--- src/rtl/parity_ram_pkg.sv ---
package parity_ram_pkg;
  typedef enum logic [1:0] {
    SEL_NONE = 2'd0,
    SEL_DATA = 2'd1,
    SEL_PAR  = 2'd2,
    SEL_REG  = 2'd3
  } rd_sel_e;
endpackage

--- src/rtl/parity_ram_store.sv ---
module parity_ram_store #(
  parameter int DATA_W = 15,
  parameter int DEPTH  = 64,
  parameter int IDX_W  = 6
) (
  input  logic              clk_i,
  input  logic              rst_ni,
  input  logic [IDX_W-1:0]  idx_i,
  input  logic              wr_data_i,
  input  logic              wr_par_i,
  input  logic              rd_i,
  input  logic [DATA_W-1:0] wdata_i,
  input  logic              wpar_i,
  output logic [DATA_W:0]   word_o,
  output logic              mismatch_o
);
  localparam int WORD_W = DATA_W + 1;

  logic [WORD_W-1:0] mem_q [DEPTH];
  logic [WORD_W-1:0] word_q;

  always_ff @(posedge clk_i) begin
    if (wr_data_i)     mem_q[idx_i] <= {~^wdata_i, wdata_i};
    else if (wr_par_i) mem_q[idx_i][WORD_W-1] <= wpar_i;
  end

  always_ff @(posedge clk_i or negedge rst_ni) begin
    if (!rst_ni)   word_q <= '0;
    else if (rd_i) word_q <= mem_q[idx_i];
  end

  assign word_o     = word_q;
  // odd parity: a good word has an odd number of ones
  assign mismatch_o = ~(^word_q);


  odd_parity_store_chk: assert property (@(posedge clk_i) disable iff (!rst_ni)
    wr_data_i |=> (^mem_q[$past(idx_i)]) == 1'b1);


  par_wr_keeps_data_chk: assert property (@(posedge clk_i) disable iff (!rst_ni)
    (wr_par_i && !wr_data_i) |=>
      mem_q[$past(idx_i)][DATA_W-1:0] == $past(mem_q[idx_i][DATA_W-1:0]));
endmodule

--- src/rtl/parity_ram_regs.sv ---
module parity_ram_regs #(
  parameter int IDX_W  = 6,
  parameter int WORD_W = 16
) (
  input  logic              clk_i,
  input  logic              rst_ni,
  input  logic              err_i,
  input  logic [IDX_W-1:0]  err_idx_i,
  input  logic              stat_we_i,
  input  logic [1:0]        stat_wdata_i,
  input  logic              cap_rd_i,
  input  logic              freeze_i,
  output logic              chk_en_o,
  output logic              err_flag_o,
  output logic [WORD_W-1:0] cap_o
);
  logic             chk_en_q, err_flag_q, cap_vld_q;
  logic [IDX_W-1:0] cap_idx_q;
  logic             cap_clr, cap_keep;

  assign cap_clr  = cap_rd_i && !freeze_i;
  assign cap_keep = cap_vld_q && !cap_clr;

  always_ff @(posedge clk_i or negedge rst_ni) begin
    if (!rst_ni) begin
      chk_en_q   <= 1'b1;
      err_flag_q <= 1'b0;
    end else begin
      if (stat_we_i) chk_en_q <= stat_wdata_i[1];
      if (err_i)                            err_flag_q <= 1'b1;
      else if (stat_we_i && stat_wdata_i[0]) err_flag_q <= 1'b0;
    end
  end

  always_ff @(posedge clk_i or negedge rst_ni) begin
    if (!rst_ni) begin
      cap_vld_q <= 1'b0;
      cap_idx_q <= '0;
    end else if (err_i && !cap_keep) begin
      cap_vld_q <= 1'b1;
      cap_idx_q <= err_idx_i;
    end else if (cap_clr) begin
      cap_vld_q <= 1'b0;
      cap_idx_q <= '0;
    end
  end

  assign chk_en_o   = chk_en_q;
  assign err_flag_o = err_flag_q;
  assign cap_o      = {cap_vld_q, {(WORD_W-1-IDX_W){1'b0}}, cap_idx_q};


  err_flag_set_chk: assert property (@(posedge clk_i) disable iff (!rst_ni)
    err_i |=> err_flag_q);


  first_err_kept_chk: assert property (@(posedge clk_i) disable iff (!rst_ni)
    (cap_vld_q && !cap_clr) |=> (cap_vld_q && $stable(cap_idx_q)));


  freeze_hold_chk: assert property (@(posedge clk_i) disable iff (!rst_ni)
    (freeze_i && cap_vld_q) |=> cap_vld_q);


  cap_clear_chk: assert property (@(posedge clk_i) disable iff (!rst_ni)
    (cap_clr && !err_i) |=> (cap_o == '0));
endmodule

--- src/rtl/parity_ram.sv ---
module parity_ram
  import parity_ram_pkg::*;
#(
  parameter int          DATA_W    = 15,
  parameter int          DEPTH     = 64,
  parameter int          ADDR_W    = 12,
  parameter logic [11:0] PAR_BASE  = 12'hA00,
  parameter logic [11:0] STAT_ADDR = 12'hF00,
  parameter logic [11:0] CAP_ADDR  = 12'hF01
) (
  input  logic              clk_i,
  input  logic              rst_ni,
  input  logic              req_i,
  input  logic              we_i,
  input  logic [ADDR_W-1:0] addr_i,
  input  logic [DATA_W:0]   wdata_i,
  input  logic              test_mode_i,
  input  logic              freeze_i,
  output logic              rvalid_o,
  output logic [DATA_W:0]   rdata_o,
  output logic              par_err_o
);
  localparam int WORD_W = DATA_W + 1;
  localparam int IDX_W  = $clog2(DEPTH);

  logic              in_data, in_par, is_stat, is_cap, rd, wr;
  logic [IDX_W-1:0]  idx, idx_q;
  logic [WORD_W-1:0] word, reg_q, stat_val, cap_val;
  logic              mismatch, chk_en, err_flag, err;
  logic              rvalid_q;
  rd_sel_e           sel_q;

  assign rd      = req_i && !we_i;
  assign wr      = req_i && we_i;
  assign in_data = addr_i < ADDR_W'(DEPTH);
  assign in_par  = test_mode_i && (addr_i >= ADDR_W'(PAR_BASE))
                   && (addr_i < ADDR_W'(PAR_BASE) + ADDR_W'(DEPTH));
  assign is_stat = addr_i == ADDR_W'(STAT_ADDR);
  assign is_cap  = addr_i == ADDR_W'(CAP_ADDR);
  assign idx     = in_par ? IDX_W'(addr_i - ADDR_W'(PAR_BASE)) : addr_i[IDX_W-1:0];

  parity_ram_store #(.DATA_W(DATA_W), .DEPTH(DEPTH), .IDX_W(IDX_W)) u_store (
    .clk_i      (clk_i),
    .rst_ni     (rst_ni),
    .idx_i      (idx),
    .wr_data_i  (wr && in_data),
    .wr_par_i   (wr && in_par),
    .rd_i       (rd && (in_data || in_par)),
    .wdata_i    (wdata_i[DATA_W-1:0]),
    .wpar_i     (wdata_i[0]),
    .word_o     (word),
    .mismatch_o (mismatch)
  );

  assign err = rvalid_q && (sel_q == SEL_DATA) && mismatch && chk_en;

  parity_ram_regs #(.IDX_W(IDX_W), .WORD_W(WORD_W)) u_regs (
    .clk_i        (clk_i),
    .rst_ni       (rst_ni),
    .err_i        (err),
    .err_idx_i    (idx_q),
    .stat_we_i    (wr && is_stat),
    .stat_wdata_i (wdata_i[1:0]),
    .cap_rd_i     (rd && is_cap),
    .freeze_i     (freeze_i),
    .chk_en_o     (chk_en),
    .err_flag_o   (err_flag),
    .cap_o        (cap_val)
  );

  assign stat_val = {{(WORD_W-2){1'b0}}, chk_en, err_flag};

  always_ff @(posedge clk_i or negedge rst_ni) begin
    if (!rst_ni) begin
      rvalid_q <= 1'b0;
      sel_q    <= SEL_NONE;
      reg_q    <= '0;
      idx_q    <= '0;
    end else begin
      rvalid_q <= rd;
      if (rd) begin
        idx_q <= idx;
        reg_q <= is_stat ? stat_val : cap_val;
        if (in_data)                sel_q <= SEL_DATA;
        else if (in_par)            sel_q <= SEL_PAR;
        else if (is_stat || is_cap) sel_q <= SEL_REG;
        else                        sel_q <= SEL_NONE;
      end
    end
  end

  always_comb begin
    rdata_o = '0;
    if (rvalid_q) begin
      unique case (sel_q)
        SEL_DATA: rdata_o = word;
        SEL_PAR:  rdata_o = {{(WORD_W-1){1'b0}}, word[WORD_W-1]};
        SEL_REG:  rdata_o = reg_q;
        default:  rdata_o = '0;
      endcase
    end
  end

  assign rvalid_o  = rvalid_q;
  assign par_err_o = err;


  perr_aligned_chk: assert property (@(posedge clk_i) disable iff (!rst_ni)
    par_err_o |-> rvalid_o);


  rvalid_follows_req_chk: assert property (@(posedge clk_i) disable iff (!rst_ni)
    (req_i && !we_i) |=> rvalid_o);
endmodule

--- config.mk ---
export PLATFORM = sky130hd
export DESIGN_NAME = parity_ram
export DESIGN_NICKNAME = d
export VERILOG_FILES = /design/src/rtl/parity_ram_pkg.sv /design/src/rtl/parity_ram_store.sv /design/src/rtl/parity_ram_regs.sv /design/src/rtl/parity_ram.sv
export SDC_FILE = /design/constraint.sdc
export NUM_CORES = 1
export LEC_CHECK = 0
export ABC_CLOCK_PERIOD_IN_PS = 2400
export BUFFER_PORTS_ARGS = -buffer_cell sky130_fd_sc_hd__buf_2
export CORE_MARGIN = 2
export CORE_UTILIZATION = 44
export CTS_CLUSTER_SIZE = 10
export DETAILED_ROUTE_END_ITERATION = 8
export SYNTH_ARGS = -nofsm -noshare
export SYNTH_HDL_FRONTEND = slang
export SYNTH_SLANG_ARGS = --single-unit
--- constraint.sdc ---
create_clock -name clk_i -period 2.4 [get_ports clk_i]
set_input_delay 0.48 -clock clk_i [delete_from_list [all_inputs] [get_ports clk_i]]
set_output_delay 0.48 -clock clk_i [all_outputs]
set_load 0.005 [all_outputs]
==> flow_summary.json, run 1 <==
{
  "clk_pin_slew_ns": 0.06,
  "clkPwrFrac_pct": 39.6,
  "status": "finished with violations",
  "setup_ws_ns": -0.319,
  "syn_to_final_growth_pct": 21.4,
  "holdPathStages": 3,
  "power.switching_mw": 8.82,
  "grt_use_total_pct": 24.5,
  "crit_required_ns": 1.92,
  "finalHoldViolations": 0,
  "synth_edf_count": 1024,
  "netlist_instances": 2224,
  "synth_area_leader_cell": "edfxtp_1",
  "via_per_inst": 5.90,
  "finalNetCount": 2713,
  "yosysTopAreaCellShare_pct": 73.2,
  "setup_tns_ns": -0.324,
  "rows": 113,
  "ioPinCount": 52,
  "place_ws_ns": -0.423,
  "cts_buffers": 118,
  "fmax_mhz": 368,
  "critPathCaptureType": "output port",
  "dr.pass1.iters": 5,
  "overflow": 0,
  "vias": 23600,
  "root_buffer": "clkbuf_16",
  "finalSetupViolCount": 2,
  "cp_slowest_stage_delay_ns": 0.43,
  "drt_iter0_drc": 2915,
  "layout-drive-gt1-share_pct": 31.9,
  "initial_core_util_pct": 44.3,
  "violations": "setup timing",
  "synth.top_cells.by_area": "edfxtp_1, mux4_2, mux2i_1, dfrtp_1, nor2_1",
  "final_common_cell": "edfxtp_1",
  "maxSlewHeadroom_pct": 41.4,
  "yosysUniqueCellTypes": 65,
  "crit_fanout": 3,
  "synth_seq_cells": 1065,
  "grt_pass1_vias": 23600,
  "seq_power_share_pct": 52.2,
  "ys.flop_type": "edfxtp_1",
  "ff2ff_path_depth": 7,
  "finalWirelength_mm": 120,
  "finalWeightedCongestion": 0.939,
  "post-route-period-util_pct": 113,
  "mostFrequentLayoutCells": "edfxtp_1, buf_4, mux2i_1",
  "worst_slew_pin_slew_ns": 0.856,
  "cts_tree": "yes",
  "syn_nets": 2258,
  "finalClockSkew_ns": 0.0208,
  "min_period_ns": 2.72,
  "crit_slowest_cell": "dfrtp_1",
  "path_class": "reg2out",
  "clkSinkCount": 1065,
  "power_density_nw_per_um2": 781,
  "ant_nets": 0,
  "grt_max_degree": 67,
  "port_buffers": 50,
  "die_x_um": 313,
  "die_y_um": 313,
  "internal_power_mw": 31.0,
  "hpwl_mm": 79.6,
  "syn_avg_cell_area_um2": 18.9,
  "grt_antenna_before_repair": 4,
  "grt_pass1_wl_mm": 170,
  "die_area_um2": 98000,
  "cts_htree_levels": 3,
  "timing.critical_path.cells": "xor2_1 -> xnor2_1 -> xnor2_1 -> xnor2_1 -> and3_1 -> buf_2",
  "wl_per_cell_um": 30.0,
  "cp_common_cell": "xnor2_1",
  "async_reset_ff_share_pct": 3.85,
  "leakagePower_nw": 17.3,
  "seq_area_frac_synth_pct": 75.6,
  "drc": 0,
  "ir_drop_uv": 568,
  "rsz0062_at_grt": "true",
  "synth_warnings": 0,
  "drv_slew": 0,
  "n_antenna_cell": 0,
  "switching_share_pct": 22.1,
  "clk-insertion-delay-late_ns": 0.70,
  "start_kind": "flop",
  "cts.path.max_buffers": 3,
  "drv_cap": 0,
  "crit_arrival_ns": 2.24,
  "comb_power_share_pct": 8.2,
  "syn_area_um2": 42000,
  "min_path_type": "in2reg",
  "core_area_um2": 94900
}
-- what timing repair did --
item,4_1_cts,5_1_grt
pin swaps,6,4
resized for setup,6,13
endpoints found under the setup margin,11,2
hold buffers,1,0
setup buffers,2,2
hold endpoints to repair,27,0
-- through the flow --
step / util, % / instances / area [um^2] / power (mW) / hold WS (ns)
finish: 53.8 / 3994 / 51000 / 39.9 / 0.143
CTS: 53.7 / 3993 / 51000 / 40.0 / 0.103
floorplan: - / 2224 / 42200 / 22.6 / 0.184
global route: 53.8 / 3994 / 51000 / 40.9 / 0.142
global placement: 50.3 / 3820 / 47700 / 24.2 / 0.462
detailed placement: 50.3 / 3820 / 47700 / 24.2 / 0.467
-- final cells by class --
cell class	instances	area (um^2)
clock buffer	158	3140
clock inverter	12	115
fill	7339	43800
inverter	5	18.8
multi-input combinational	1020	9720
sequential	1065	31800
tap	1265	1580
timing repair buffer	469	4670
-- synth_stat cells, drive strengths merged (3+ instances only) --
| cell | n |
|---|---|
| clkbuf | 50 |
| edfxtp | 1024 |
| a22o | 8 |
| xor2 | 4 |
| mux2i | 182 |
| o21ai | 33 |
| mux4 | 176 |
| a21oi | 25 |
| buf | 84 |
| and2 | 12 |
| a31oi | 17 |
| dfrtp | 40 |
| mux2 | 6 |
| nand2 | 113 |
| nor2 | 165 |
| o22ai | 16 |
| inv | 5 |
| a221oi | 14 |
| nor2b | 10 |
| a311oi | 3 |
| nand3 | 50 |
| a22oi | 75 |
| nand2b | 8 |
| a2111oi | 4 |
| nor4 | 4 |
| a211oi | 5 |
| xnor2 | 25 |
| nor3 | 11 |
| or3 | 3 |
| nand4 | 7 |
| o221ai | 11 |
| and3 | 7 |
-- worst max-delay path, delay by kind of cell, from the launching register on --
family | cells | cell delay [ns]
XOR/XNOR | 4 | 0.76
AND/OR/NAND/NOR | 1 | 0.23
flip-flops | 1 | 0.43
buffers and inverters | 1 | 0.12
-- sequential cells by signal, summed over array words and instances (netlist names) --
signal and flops:
u_regs.err_flag_o 1, u_regs.cap_vld_q 1, sel_q 2, u_store.mem_q 1024, u_regs.cap_idx_q 6, rvalid_o 1
idx_q 6, reg_q 7, u_store.word_o 16, u_regs.chk_en_o 1
-- power by group through the flow --
stage	clock network (mW)	logic, mW	registers [mW]
after floorplan	0	1.41	21.1
after global placement	0	3.00	21.2
after detailed placement	0	3.06	21.2
after CTS	16.0	3.14	20.8
after global routing	16.7	3.42	20.8
final	15.8	3.25	20.8
-- per-layer routing --
layer	GRT usage [%]	share of wire (%)	vias to the layer above
met4	8.30	3.5	6
met2	38.9	48	1165
met1	33.9	40	12300
met3	5.15	8.9	213
li1	-	-	9873
met5	0	0.029	-
-- worst paths after layout --
check	start	end	slack, ns
hold / removal	req_i	u_regs.err_flag_o$_DFFE_PN0P_	0.14
min in group asynchronous	rst_ni	u_store.word_o[11]$_DFFE_PN0P_	0.38
max in group asynchronous	rst_ni	u_regs.chk_en_o$_DFFE_PN1N_	1.35
setup reg to reg	u_store.mem_q[18][13]$_DFFE_PP_	u_store.word_o[13]$_DFFE_PN0P_	0.29
hold reg to reg	idx_q[3]$_DFFE_PN0P_	idx_q[3]$_DFFE_PN0P_	0.47
setup / recovery	u_store.word_o[11]$_DFFE_PN0P_	par_err_o	-0.32
-- kinds of logic (layout without fill, tap and decap cells) --
kind of cell	count (synthesis)	in the layout	synth area share, %
xor+xnor	29	29	0.604
flops	1065	1065	75.6
simple gates	401	401	4.25
mux	364	364	13.9
compound gates	226	226	3.77
buf+inv	139	644	1.84
No activity file was read; power rests on OpenSTA's default activity.
==> inputs of run 2 (changes only) <==
--- a/config.mk
+++ b/config.mk
@@ -11,6 +11,7 @@
 export CORE_UTILIZATION = 44
 export CTS_CLUSTER_SIZE = 10
 export DETAILED_ROUTE_END_ITERATION = 8
+export PLACE_DENSITY = 0.62
 export SYNTH_ARGS = -nofsm -noshare
 export SYNTH_HDL_FRONTEND = slang
 export SYNTH_SLANG_ARGS = --single-unit
==> run 2 against run 1 <==
  * The run still ends with setup timing left
  * Setup slack improved by 0.020 ns
  * Final cell count fell by 0.35%
  * Hold slack improved by 0.011 ns
  * Utilization fell by 0.11 points
  * Clock power barely moved
  * Non-clock buffer count fell by 13
  * Critical path type unchanged
==> flow_summary.json, run 2 (synthesized netlist as in run 1, its figures left out) <==
{
  "nFillCells": 7331,
  "cp_common_cell": "xnor2_2",
  "regArea_um2": 31800,
  "cts_tree": "yes",
  "hpwl_mm": 77.4,
  "min_period_ns": 2.70,
  "power.total_mw": 40.0,
  "layout-drive-gt1-share_pct": 31.9,
  "start_kind": "flop",
  "ir_drop_uv": 621,
  "crit_required_ns": 1.92,
  "clkSinkCount": 1065,
  "critPathCaptureType": "output port",
  "die_area_um2": 98000,
  "min_path_type": "in2reg",
  "finalSetupViolCount": 1,
  "ant_nets": 0,
  "wl_per_cell_um": 30.0,
  "drt_iter0_drc": 3083,
  "cp_slowest_stage_delay_ns": 0.42,
  "finalHoldViolations": 0,
  "crit_arrival_ns": 2.22,
  "power_density_nw_per_um2": 785,
  "violations": "setup timing",
  "ff2ff_path_depth": 7,
  "leakagePower_nw": 17.2,
  "top_register": "u_store.mem_q",
  "largest_register_ffs": 1024,
  "fmax_mhz": 370,
  "via_per_inst": 5.88,
  "grt_max_degree": 67,
  "crit_slowest_cell": "dfrtp_1",
  "die_x_um": 313,
  "cts.path.max_buffers": 3,
  "vias": 23400,
  "die_y_um": 313,
  "cts_htree_levels": 3,
  "crit_fanout": 2,
  "core_area_um2": 94900,
  "initial_core_util_pct": 44.3,
  "holdPathStages": 2,
  "overflow": 0,
  "final_common_cell": "edfxtp_1",
  "grt_antenna_before_repair": 8,
  "grt_pass1_wl_mm": 169,
  "maxSlewHeadroom_pct": 39.7,
  "worst_slew_pin_slew_ns": 0.882,
  "clk_pin_slew_ns": 0.06,
  "mostFrequentLayoutCells": "edfxtp_1, buf_4, mux2i_1",
  "timing.critical_path.cells": "xor2_2 -> xnor2_2 -> xnor2_2 -> xnor2_2 -> and3_4 -> buf_6",
  "grt_use_total_pct": 24.3,
  "port_buffers": 50,
  "drc": 0,
  "status": "finished with violations",
  "drv_slew": 0,
  "finalWirelength_mm": 119,
  "placed_area_um2": 47500,
  "rows": 113,
  "whs_ns": 0.153,
  "rsz0062_at_grt": "true",
  "cts_buffers": 118,
  "path_class": "reg2out",
  "ioPinCount": 52,
  "finalClockSkew_ns": 0.0406,
  "dr.pass1.iters": 7,
  "finalWeightedCongestion": 0.930,
  "post-route-period-util_pct": 112,
  "post-route-cell-area_um2": 50900,
  "grt_pass1_vias": 23400,
  "drv_cap": 0,
  "setup_ws_ns": -0.300,
  "clk-insertion-delay-late_ns": 0.70,
  "root_buffer": "clkbuf_16",
  "finalNetCount": 2700,
  "multi_input_area_um2": 9750,
  "syn_to_final_growth_pct": 21.2
}
==> run 2: critical path: cells and delay by family, from the launching register on <==
kind | cells | cell delay (ns)
buffers and inverters | 1 | 0.09
DFF | 1 | 0.42
and+or+nand+nor | 1 | 0.23
xor gates and xnor gates | 4 | 0.79
==> run 2: cell type report <==
| class | count | share of cell area, % |
|---|---|---|
| Timing Repair Buffer | 456 | 8.84 |
| Antenna cell | 1 | 0.00491 |
| Clock buffer | 159 | 6.24 |
| Inverter | 5 | 0.0369 |
| Clock inverter | 9 | 0.209 |
| Tap cell | 1265 | 3.11 |
| Multi-Input combinational cell | 1020 | 19.1 |
| Sequential cell | 1065 | 62.4 |
==> run 2: path summary, 6_finish.rpt <==
kind                       slack, ns                           start                        endpoint
setup / recovery               -0.30  u_store.word_o[14]$_DFFE_PN0P_                       par_err_o
hold / removal                  0.15                      wdata_i[3]  u_store.mem_q[10][3]$_DFFE_PP_
setup reg to reg                0.28   u_store.mem_q[0][5]$_DFFE_PP_   u_store.word_o[5]$_DFFE_PN0P_
hold reg to reg                 0.47            idx_q[0]$_DFFE_PN0P_            idx_q[0]$_DFFE_PN0P_
max in group asynchronous       1.51                          rst_ni            sel_q[0]$_DFFE_PN0P_
min in group asynchronous       0.43                          rst_ni  u_store.word_o[11]$_DFFE_PN0P_
==> run 2: metal layers <==
| layer | track usage (%) | routed length, um | vias up |
|---|---|---|---|
| met4 | 8.25 | 3980 | 2 |
| met5 | 0 | 13 | - |
| met2 | 38.6 | 56800 | 1106 |
| met1 | 34.4 | 48200 | 12300 |
| li1 | - | - | 9854 |
| met3 | 3.98 | 10300 | 197 |
==> run 2: through the flow <==
stage	worst slack (ns)	cells	TNS, ns	util [%]
6_report	-0.300	3980	-0.300	53.7
5_1_grt	-0.370	3979	-0.424	53.7
4_1_cts	-0.324	3977	-0.346	53.6
3_5_place_dp	-0.454	3801	-129.53	50.0
3_3_place_gp	-0.486	3801	-120.81	50.0
2_1_floorplan	-0.292	2224	-267.21	-
==> run 2: timing repair <==
item,CTS,global route
gates resized for setup,18,6
endpoints found under the setup margin,3,11
pin swaps,10,9
setup buffers,7,2
hold buffers,1,0
endpoints found under the hold margin,40,0
==> run 2: where the power goes <==
group	internal [mW]	switching [mW]	total, mW
combinational	1.35	1.97	3.32
clock	9.07	6.82	15.9
sequential	20.7	0.0749	20.8
